<file path="src/rtl/mbox_msg_seq.sv">
module mbox_msg_seq #(
  parameter int DW       = 32,
  parameter int WORD_TMO = 64
) (
  input  logic            clk,
  input  logic            rst_n,
  input  logic            start,
  input  logic            send_en,
  input  logic            recv_en,
  input  logic [DW-1:0]   payload_addr,
  input  logic [DW-1:0]   payload_len,
  input  logic [DW-1:0]   resp_tmo,
  output logic            busy,
  output logic            done,
  output logic            err_timeout,
  output logic            err_arg,
  input  logic [3:0]      tx_empty,
  output logic [3:0]      tx_wr,
  output logic [DW-1:0]   tx_data,
  input  logic [3:0]      rx_full,
  output logic [3:0]      rx_rd,
  input  logic [4*DW-1:0] rx_data,
  output logic [4*DW-1:0] reply
);

  localparam logic [DW-1:0] TYPE_REQ = DW'(1);
  localparam logic [DW-1:0] WLIM     = DW'(WORD_TMO - 1);

  typedef enum logic [1:0] {S_IDLE, S_SEND, S_RWAIT, S_RECV} st_t;

  st_t            st;
  logic [1:0]     idx;
  logic [DW-1:0]  cnt, seq_q, addr_q, len_q, tmo_q;
  logic           rcv_q, done_q, etmo_q, earg_q;
  logic [4*DW-1:0] reply_q;
  logic [DW-1:0]  word_sel;
  logic           tx_fire, rx_fire, bad_args;

  always_comb begin
    case (idx)
      2'd0:    word_sel = seq_q;
      2'd1:    word_sel = TYPE_REQ;
      2'd2:    word_sel = addr_q;
      default: word_sel = len_q;
    endcase
  end

  assign tx_fire  = (st == S_SEND) && tx_empty[idx];
  assign rx_fire  = (st == S_RECV) && rx_full[idx];
  assign tx_wr    = tx_fire ? (4'b0001 << idx) : 4'b0000;
  assign rx_rd    = rx_fire ? (4'b0001 << idx) : 4'b0000;
  assign tx_data  = word_sel;
  assign bad_args = resp_tmo[DW-1] || !(send_en || recv_en);

  assign busy        = (st != S_IDLE);
  assign done        = done_q;
  assign err_timeout = etmo_q;
  assign err_arg     = earg_q;
  assign reply       = reply_q;

  always_ff @(posedge clk) begin
    if (!rst_n) begin
      st      <= S_IDLE;
      idx     <= '0;
      cnt     <= '0;
      seq_q   <= '0;
      addr_q  <= '0;
      len_q   <= '0;
      tmo_q   <= '0;
      rcv_q   <= 1'b0;
      done_q  <= 1'b0;
      etmo_q  <= 1'b0;
      earg_q  <= 1'b0;
      reply_q <= '0;
    end else begin
      done_q <= 1'b0;
      etmo_q <= 1'b0;
      earg_q <= 1'b0;
      case (st)
        S_IDLE: begin
          if (start) begin
            if (bad_args) begin
              done_q <= 1'b1;
              earg_q <= 1'b1;
            end else begin
              addr_q <= payload_addr;
              len_q  <= payload_len;
              tmo_q  <= resp_tmo;
              rcv_q  <= recv_en;
              idx    <= '0;
              cnt    <= '0;
              if (send_en)              st <= S_SEND;
              else if (resp_tmo != '0)  st <= S_RWAIT;
              else                      st <= S_RECV;
            end
          end
        end
        S_SEND: begin
          if (tx_fire) begin
            cnt <= '0;
            if (idx == 2'd0) seq_q <= seq_q + DW'(1);
            idx <= idx + 2'd1;
            if (idx == 2'd3) begin
              if (!rcv_q) begin
                st     <= S_IDLE;
                done_q <= 1'b1;
              end else if (tmo_q != '0) begin
                st <= S_RWAIT;
              end else begin
                st <= S_RECV;
              end
            end
          end else if (cnt == WLIM) begin
            st     <= S_IDLE;
            done_q <= 1'b1;
            etmo_q <= 1'b1;
          end else begin
            cnt <= cnt + DW'(1);
          end
        end
        S_RWAIT: begin
          if (rx_full[0]) begin
            st  <= S_RECV;
            cnt <= '0;
          end else if (cnt == tmo_q - DW'(1)) begin
            st     <= S_IDLE;
            done_q <= 1'b1;
            etmo_q <= 1'b1;
          end else begin
            cnt <= cnt + DW'(1);
          end
        end
        S_RECV: begin
          if (rx_fire) begin
            reply_q[idx*DW +: DW] <= rx_data[idx*DW +: DW];
            cnt <= '0;
            idx <= idx + 2'd1;
            if (idx == 2'd3) begin
              st     <= S_IDLE;
              done_q <= 1'b1;
            end
          end else if (cnt == WLIM) begin
            st     <= S_IDLE;
            done_q <= 1'b1;
            etmo_q <= 1'b1;
          end else begin
            cnt <= cnt + DW'(1);
          end
        end
        default: st <= S_IDLE;
      endcase
    end
  end

endmodule

</file>
<file path="config.mk">
export PLATFORM = sky130hd
export DESIGN_NAME = mbox_msg_seq
export DESIGN_NICKNAME = d
export VERILOG_FILES = /design/src/rtl/mbox_msg_seq.sv
export SDC_FILE = /design/constraint.sdc
export NUM_CORES = 1
export LEC_CHECK = 0
export BUFFER_PORTS_ARGS = -buffer_cell sky130_fd_sc_hd__buf_2
export CORE_AREA = 10 10 162 202
export DETAILED_ROUTE_END_ITERATION = 7
export DIE_AREA = 0 0 172 212
export MAX_ROUTING_LAYER = met4
export PLACE_DENSITY = 0.8
export SYNTH_ARGS = -nofsm -noshare
export SYNTH_HDL_FRONTEND = slang
export SYNTH_SLANG_ARGS = --single-unit
</file>
<file path="constraint.sdc">
create_clock -name clk -period 3.6 [get_ports clk]
set_input_delay 0.9 -clock clk [delete_from_list [all_inputs] [get_ports clk]]
set_output_delay 0.9 -clock clk [all_outputs]
set_load 0.01 [all_outputs]
</file>
==> results of run 1 <==
[kinds of logic after synthesis]
logic type,after synthesis
buffers and inverters,168
multiplexers,40
adder cells (fa/ha/maj),10
XOR/XNOR,64
AND/OR/NAND/NOR,781
flip-flops,296
AO/OA/AOI/OAI,437
[routing by layer]
| layer | up-vias | track usage, % | wire, um |
|---|---|---|---|
| met5 | - | - | 0 |
| met4 | 0 | 14.44 | 2968 |
| met3 | 169 | 6.255 | 4460 |
| met2 | 741 | 50.02 | 28020 |
| met1 | 7329 | 34.99 | 21100 |
| li1 | 7101 | - | - |
[worst register-to-register path: stages, from the launching register on]
cell and delay (ns):
dfxtp_1 0.38, or4_4 0.61, nor4_2 0.35, xor2_1 0.12, o221a_2 0.30, a2111oi_1 0.49
nand4_2 0.22, nand2_4 0.27, or2_1 0.34, o22ai_1 0.14
[metrics by stage]
step                cells  area, um^2  total power, mW  utilization, %  hold slack, ns
detailed placement   2482       17530            6.047           60.64          0.4542
global route         2543       18570            9.614           64.24          0.4835
floorplan            1796       15040            5.215               -          0.4400
global placement     2482       17530            6.024           60.64          0.4459
CTS                  2539       18530            9.206           64.12          0.4612
finish               2543       18570            9.216           64.24          0.4601
[synth_stat cells, types with 5 or more instances]
| master | count | area [um^2] |
|---|---|---|
| a22oi_1 | 95 | 713.2 |
| nor4_1 | 35 | 219.0 |
| and2_1 | 31 | 193.9 |
| nand3_1 | 101 | 505.5 |
| mux2i_1 | 5 | 50.05 |
| nand2_1 | 350 | 1314 |
| o22ai_1 | 8 | 50.05 |
| a21oi_1 | 31 | 155.2 |
| a31oi_1 | 21 | 131.4 |
| inv_1 | 22 | 82.58 |
| nand4b_1 | 5 | 43.79 |
| dfxtp_1 | 296 | 5926 |
| or4_1 | 6 | 45.04 |
| nor3_1 | 23 | 115.1 |
| nand2b_1 | 8 | 50.05 |
| and4_1 | 5 | 43.79 |
| o21ai_0 | 60 | 300.3 |
| or3_1 | 15 | 93.84 |
| xor2_1 | 24 | 210.2 |
| and3_1 | 10 | 62.56 |
| buf_2 | 8 | 40.04 |
| a21boi_0 | 167 | 1254 |
| nand4_1 | 22 | 137.6 |
| xnor2_1 | 40 | 350.3 |
| o211ai_1 | 10 | 75.07 |
| nor2_1 | 58 | 217.7 |
| buf_1 | 10 | 37.54 |
| nor2b_1 | 78 | 488.0 |
| clkbuf_1 | 123 | 461.7 |
| ha_1 | 10 | 125.1 |
| mux4_2 | 34 | 765.7 |
[layout make-up]
type                            instances  area (um^2)  area share [%]
Antenna cell                            4        10.01         0.05391
Clock inverter                         14        146.4          0.7885
Clock buffer                           43        860.8           4.636
Tap cell                              360        450.4           2.426
Sequential cell                       296         5931           31.94
Timing Repair Buffer                  472         2591           13.96
Inverter                               22        82.58          0.4448
Multi-Input combinational cell       1332         8494           45.75
[power breakdown]
part	internal, mW	switching [mW]
clock network	1.82	1.36
registers	3.42	0.147
logic	0.936	1.53
[flip-flops by register name, summed over array words and instances (netlist names), 2 cells and up]
name,count
st,2
cnt,32
seq_q,32
reply,128
tmo_q,32
len_q,32
addr_q,32
idx,2
[timing repair]
item | 4_1_cts | 5_1_grt
gates cloned | 0 | 0
resized for setup | 1 | 5
setup endpoints to repair | 1 | 24
[final timing paths]
kind	endpoint	cells after the start
max	tx_data[7]	6
max reg2reg	cnt[19]	9
min reg2reg	reply[16]	2
min	reply[16]	2
==> metrics, run 1 <==
WL per Instance=22.23 um; Initial DRC Count=approximately 1.3k; min-delay src=reply[16]; VDD IR-drop max=between 0.3 and 0.4 mV; status=finished, final reports clean; Power Density=just under 500 mW/mm^2; Synth Area in Adders=0.8322%; Synth Register Bits=296; layout net count=around 2.4k; f_max=287.5 MHz; DP Worst Slack=0.1579 ns; Yosys cell types=74; crit path DAT=approximately 2.6 ns; Pleak=roughly 7.4 nW; Root Buffer=clkbuf_16; CP Cell Sequence=buf_4, ha_1, buf_4, a22oi_1, o21ai_0, buf_2; Final WS setup=about 0.12 ns; DRT Wirelength=56.54 mm; first-pass GRT wire length=around 86 mm; largest net degree at the start of global routing=between 100 and 150; RSZ-0062 raised after global routing=no; FP Rows=70; Max-cap violations=0; commonest non-fill, non-tap cell in the layout=buf_2; # IOs=around 400; gr ovfl total=0; drt pass-1 iters=6; crit share post-route=between 90% and 100%; critical path launch point type=flop; number of global-route vias before repair=~15k; Area Overhead vs Synth=23.48%; xor/xnor share of the synthesized area=3.728%; Die Height=212 um; worst stage delay on the critical path=about 0.43 ns; core area=~0.029 mm^2; most used cell, CP=buf_4; Syn Inst Count=1796; Tightest Pin Transition=roughly 1.1 ns; H-tree levels=1; CTS tree=done; share of layout cells above drive strength 1=between 20 and 30%; All-Layer GR Usage=between 30% and 40%; critical path type=flop to primary output; Filler Cells Inserted=2508; Routed Antenna Nets=0; hold buffers post-CTS=0; clk_lat worst skew=about 0.56 ns; routability cong.=between 1 and 1.5; IO Port Bufs=around 410; Via Count=approximately 15k; clk_skew=0.01275 ns; number of remaining DRC errors=0; Max stage delay cell, worst path=dfxtp_2; Synth Area in Compound Gates=about a fifth; area share of and/or/nand/nor cells after synthesis=between 20% and 30%; die width=172 um; largest family of logic cells by synthesized area=simple AND/OR/NAND/NOR gates; CP Data Required Time=around 2.7 ns; Setup violations, final=0; Initial Util=between 50% and 60%; drt via density=6.032; DP Wirelength=42.76 mm; Slew Limit Fails=0; Primary FF master, synth=dfxtp_1; Post-synth EDFFs=0; CP Buf/Inv Count=3; clk slew on worst S/H paths=~0.060 ns; Worst path top cell family by delay=buffers and inverters; total CTS buffers=31; YS warnings=0; Total Neg Setup Slack=0 ns; final hold vios=0; r2r setup slk=0.27 ns; Synth Area per Inst=8.372 um^2; antenna violations before repair=4; HP Class=flop to flop; Seq/Total Area, Yosys=39.41%; Worst setup startpoint=idx[1]; reg2reg start=tmo_q[2]; CTS sink count=296; most frequent cells in the layout=buf_2 (407), nand2_1 (350), dfxtp_1 (294); post-synthesis mux area share=under 10%; Syn Std Cell Area=between 0.015 and 0.02 mm^2; Period minus WS final=between 3 and 4 ns; crit end category=primary output; crit path max fanout=19; Synth Net Count=slightly above 2k; DIE AREA=0.03646 mm^2; Synth async-reset ratio=0%; Max Root-Sink Buffers=3; Slew HR=roughly 27%; post-CTS setup buffer count=0
Note: power is estimated with default switching activity, not from simulation.
==> inputs of run 2 (changes only) <==
CELL_PAD_IN_SITES_DETAIL_PLACEMENT = 1   (was unset)
CELL_PAD_IN_SITES_GLOBAL_PLACEMENT = 1   (was unset)
CORE_AREA = 10 10 187 233   (was 10 10 162 202)
DIE_AREA = 0 0 197 243   (was 0 0 172 212)
PLACE_DENSITY = unset   (was 0.8)
PLACE_DENSITY_LB_ADDON = 0.1   (was unset)
==> run 2 against run 1 <==
Against the previous run: hold slack got worse by 0.0024 ns; sequential share of layout area shrank 0.39 points; first-iteration DRC count decreased by 38%; utilization shrank 16 points; clock power up 3%; global-route usage down 3.7 points; critical endpoint is now tx_data[20]; total power up 1.9%; critical path type unchanged.
==> metrics, run 2 (same netlist as run 1, synthesis figures left out) <==
status=finished, final reports clean; Slew HR=52.55%; layout net count=between 2k and 2.5k; antenna violations before repair=6; post-route core utilization=48.27%; r2r setup slk=about 0.23 ns; max reg flops=approximately 130; number of global-route vias before repair=16.00k; crit end category=primary output; share of layout cells above drive strength 1=27.28%; final hold vios=0; Initial Util=between 30 and 40%; Setup violations, final=0; crit path DAT=about 2.5 ns; commonest non-fill, non-tap cell in the layout=buf_2; drt via density=roughly 5.6; Root Buffer=clkbuf_16; HP Class=flop to flop; Tightest Pin Transition=between 0.7 and 0.8 ns; die width=197 um; Power Density=499.9 mW/mm^2; Max Root-Sink Buffers=3; IO Port Bufs=a little over 400; RSZ-0062 raised after global routing=no; f_max=~300 MHz; Pleak=approximately 7.4 nW; routability cong.=around 0.90; largest net degree at the start of global routing=80; crit path max fanout=29; drt pass-1 iters=5; DP Wirelength=49.56 mm; DRT Wirelength=64.14 mm; Die Height=between 200 and 250 um; Max-cap violations=0; met3 wire length=~3.4 mm; CP Data Required Time=about 2.7 ns; Power, Total=approximately 9.4 mW; Total Neg Setup Slack=0 ns; top routing layer in use=met4; number of remaining DRC errors=0; crit share post-route=a little over nine tenths; H-tree levels=2; critical path type=flop to primary output; gr ovfl total=0; clk_skew=about 0.023 ns; FP Rows=roughly 80; Routed Antenna Nets=0; DIE AREA=0.04787 mm^2; M1 WL=between 20 and 25 mm; clk slew on worst S/H paths=0.06 ns; first-pass GRT wire length=~98 mm; dpl cell area=around 0.018 mm^2; clk_lat worst skew=0.52 ns; Via Count=~15k; Slew Limit Fails=0; hold buffers post-CTS=0; Area Overhead vs Synth=24.94%; total CTS buffers=34; # IOs=about 400; Period minus WS final=3.377 ns; fin area=approximately 0.019 mm^2; CTS tree=done; CTS sink count=slightly below 300; DR WL met2=~33 mm; core area=roughly 0.039 mm^2; Initial DRC Count=roughly 800; critical path launch point type=flop; most frequent cells in the layout=buf_2 (407), nand2_1 (350), dfxtp_1 (294); WL per Instance=approximately 24 um; VDD IR-drop max=0.2411 mV; All-Layer GR Usage=approximately 27%
==> run 2: worst paths after layout <==
path / start / to / cells after the start
worst max-delay path: idx[1] / tx_data[20] / 6
worst min-delay path: reply[31] / reply[31] / 2
worst max register to register: tmo_q[2] / cnt[16] / 11
worst min register to register: reply[31] / reply[31] / 2
==> run 2: per-layer routing <==
metal / track usage, % / vias to the layer above
met5: - / -
met4: 9.742 / 0
met3: 5.746 / 100
met2: 46.77 / 375
met1: 29.22 / 7336
li1: - / 7113
==> run 2: worst max-delay path, stage by stage (launching register included) <==
cell and delay, ns:
dfxtp_2 0.40, inv_1 0.17, ha_1 0.26, buf_4 0.37, a22oi_1 0.18, o21ai_0 0.36, buf_2 0.21
==> run 2: through the flow <==
| stage | std cells | worst slack (ns) | hold slack (ns) |
|---|---|---|---|
| after global placement | 2626 | 0.1996 | 0.4467 |
| after CTS | 2678 | 0.1060 | 0.4634 |
| after floorplan | 1796 | 0.4152 | 0.4400 |
| after global routing | 2685 | 0.01676 | 0.4824 |
| after detailed placement | 2626 | 0.1141 | 0.4550 |
| final | 2685 | 0.2227 | 0.4577 |
==> run 2: final cells by class <==
class | count | area [um^2]
antenna | 6 | 15.01
tap | 498 | 623.1
clock buffer | 47 | 950.9
inverter | 22 | 82.58
clock inverter | 5 | 57.56
fill | 4752 | 20130
sequential | 296 | 5928
timing repair buffer | 479 | 2644
multi-input combinational | 1332 | 8484
==> run 2: power breakdown <==
group          switching [mW]  internal (mW)  leakage (nW)
logic                    1.58          0.956          4.52
registers               0.153           3.42          2.39
clock network            1.37           1.90         0.494
==> run 2: timing repair <==
action / CTS / global route
gates resized for setup: 1 / 2
buffers inserted: 0 / 1
endpoints found under the setup margin: 1 / 21
pin swaps: 0 / 1
gates cloned: 0 / 0
==> inputs of run 3 (changes only) <==
CORE_AREA = 10 10 197 245   (was 10 10 187 233)
DIE_AREA = 0 0 207 255   (was 0 0 197 243)
HOLD_SLACK_MARGIN = 0.08   (was unset)
clock period = 3.1 ns   (was 3.6 ns; I/O delays follow)
==> run 3 against run 2 <==
Against the previous run: combinational power is 48% higher; routed wire length up 7.4%; highest routed layer unchanged; sequential power is 16% higher; largest power group is now the clock network; critical endpoint is now cnt[19].
==> metrics, run 3 (same netlist as run 1, synthesis figures left out) <==
number of remaining DRC errors=0; f_max=326.1 MHz; die width=just over 200 um; share of layout cells above drive strength 1=approximately a third; Root Buffer=clkbuf_16; routability cong.=between 0.9 and 1; DRT Wirelength=slightly below 70 mm; Period minus WS final=about 3 ns; commonest non-fill, non-tap cell in the layout=buf_2; critical path launch point type=flop; first-pass GRT wire length=approximately 100 mm; drt via density=between 5 and 6; Slew HR=between 50% and 60%; drt pass-1 iters=4; CTS tree=done; Routed Antenna Nets=0; Die Height=255 um; crit end category=flop; layout net count=2489; total CTS buffers=35; number of global-route vias before repair=approximately 16k; Initial Util=between 30% and 40%; Pleak=8.044 nW; Power Density=619.7 mW/mm^2; clk slew on worst S/H paths=about 0.060 ns; Slew Limit Fails=0; Total Neg Setup Slack=0 ns; IO Port Bufs=between 400 and 500; DP Wirelength=52.94 mm; RSZ-0062 raised after global routing=yes; antenna violations before repair=2; Cells on Worst Hold Path=2; Setup violations, final=0; Initial DRC Count=around 770; DP Worst Slack=-0.3106 ns; clk_lat worst skew=0.53 ns; final hold vios=0; All-Layer GR Usage=25.22%; VDD IR-drop max=~0.35 mV; # IOs=just over 400; CTS sink count=between 200 and 300; most frequent cells in the layout=buf_2 (407), nand2_1 (350), dfxtp_1 (292); critical path type=flop to flop; WL per Instance=roughly 24 um; hold buffers post-CTS=0; crit path DAT=about 3.5 ns; ANT cells=0; Max-cap violations=0; largest net degree at the start of global routing=approximately 160; crit share post-route=a little over nine tenths; Area Overhead vs Synth=33.75%; Tightest Pin Transition=0.6422 ns; clk_skew=roughly 0.023 ns; Final WS setup=about 0.034 ns; Via Count=around 15k; status=finished, final reports clean; max reg flops=about 130; crit path max fanout=7; Max Root-Sink Buffers=3; cells on worst reg2reg path=10; core area=about 0.044 mm^2; CP Data Required Time=roughly 3.5 ns; gr ovfl total=0; DIE AREA=0.05279 mm^2; HP Class=flop to flop; WHS=roughly 0.46 ns; FP Rows=86; H-tree levels=2
[run 3: cell count changes in the layout (fill, tap and decap cells not counted), sizes merged]
cell      change
clkinv        +4
inv           -1
bufinv        +5
diode         -6
nand2         +1
clkbuf        +4
clkinvlp      +1
buf          +73
[run 3: repair_timing]
action | in CTS | in global routing
pin swaps | 2 | 8
buffers inserted | 4 | 6
cloned | 1 | 2
resized for setup | 21 | 55
hold endpoints to repair | 0 | 0
setup endpoints to repair | 62 | 43
[run 3: worst paths after layout]
| path | slack (ns) | to | start |
|---|---|---|---|
| max | 0.03 | cnt[19] | tmo_q[7] |
| min | 0.46 | reply[93] | reply[93] |
| max reg2reg | 0.03 | cnt[19] | tmo_q[7] |
| min reg2reg | 0.46 | reply[93] | reply[93] |
[run 3: final cells by class]
type	instances	area, um^2
sequential	296	5936
clock inverter	14	235.2
clock buffer	49	1050
tap	572	715.7
multi-input combinational	1333	8751
timing repair buffer	554	3337
fill	5298	23580
inverter	22	86.33
[run 3: metrics by stage]
stage / cell area [um^2] / util, % / total power [mW] / instances
2_1_floorplan: 15040 / - / 6.056 / 1796
3_3_place_gp: 18350 / 42.00 / 7.451 / 2764
3_5_place_dp: 18350 / 42.00 / 7.499 / 2764
4_1_cts: 19740 / 45.19 / 12.21 / 2832
5_1_grt: 20110 / 46.03 / 13.04 / 2840
6_report: 20110 / 46.03 / 12.46 / 2840
[run 3: per-layer routing]
metal / wire, um / track usage, %
met2: 36230 / 45.61
met3: 2854 / 4.052
met4: 2464 / 8.499
met1: 27360 / 27.74
met5: 0 / -
[run 3: power breakdown]
part | switching, mW | leakage (nW) | internal, mW
clock network | 1.71 | 0.639 | 2.87
registers | 0.154 | 2.39 | 3.98
logic | 2.15 | 5.01 | 1.61
[run 3: critical path, stage by stage, from the launching register on]
cell,delay (ns)
dfxtp_2,0.32
or3_4,0.42
or4_4,0.58
mux2i_1,0.16
or3b_4,0.41
nor4_4,0.23
nand4_4,0.24
nand2_8,0.18
buf_6,0.12
or2_4,0.18
o22ai_2,0.10
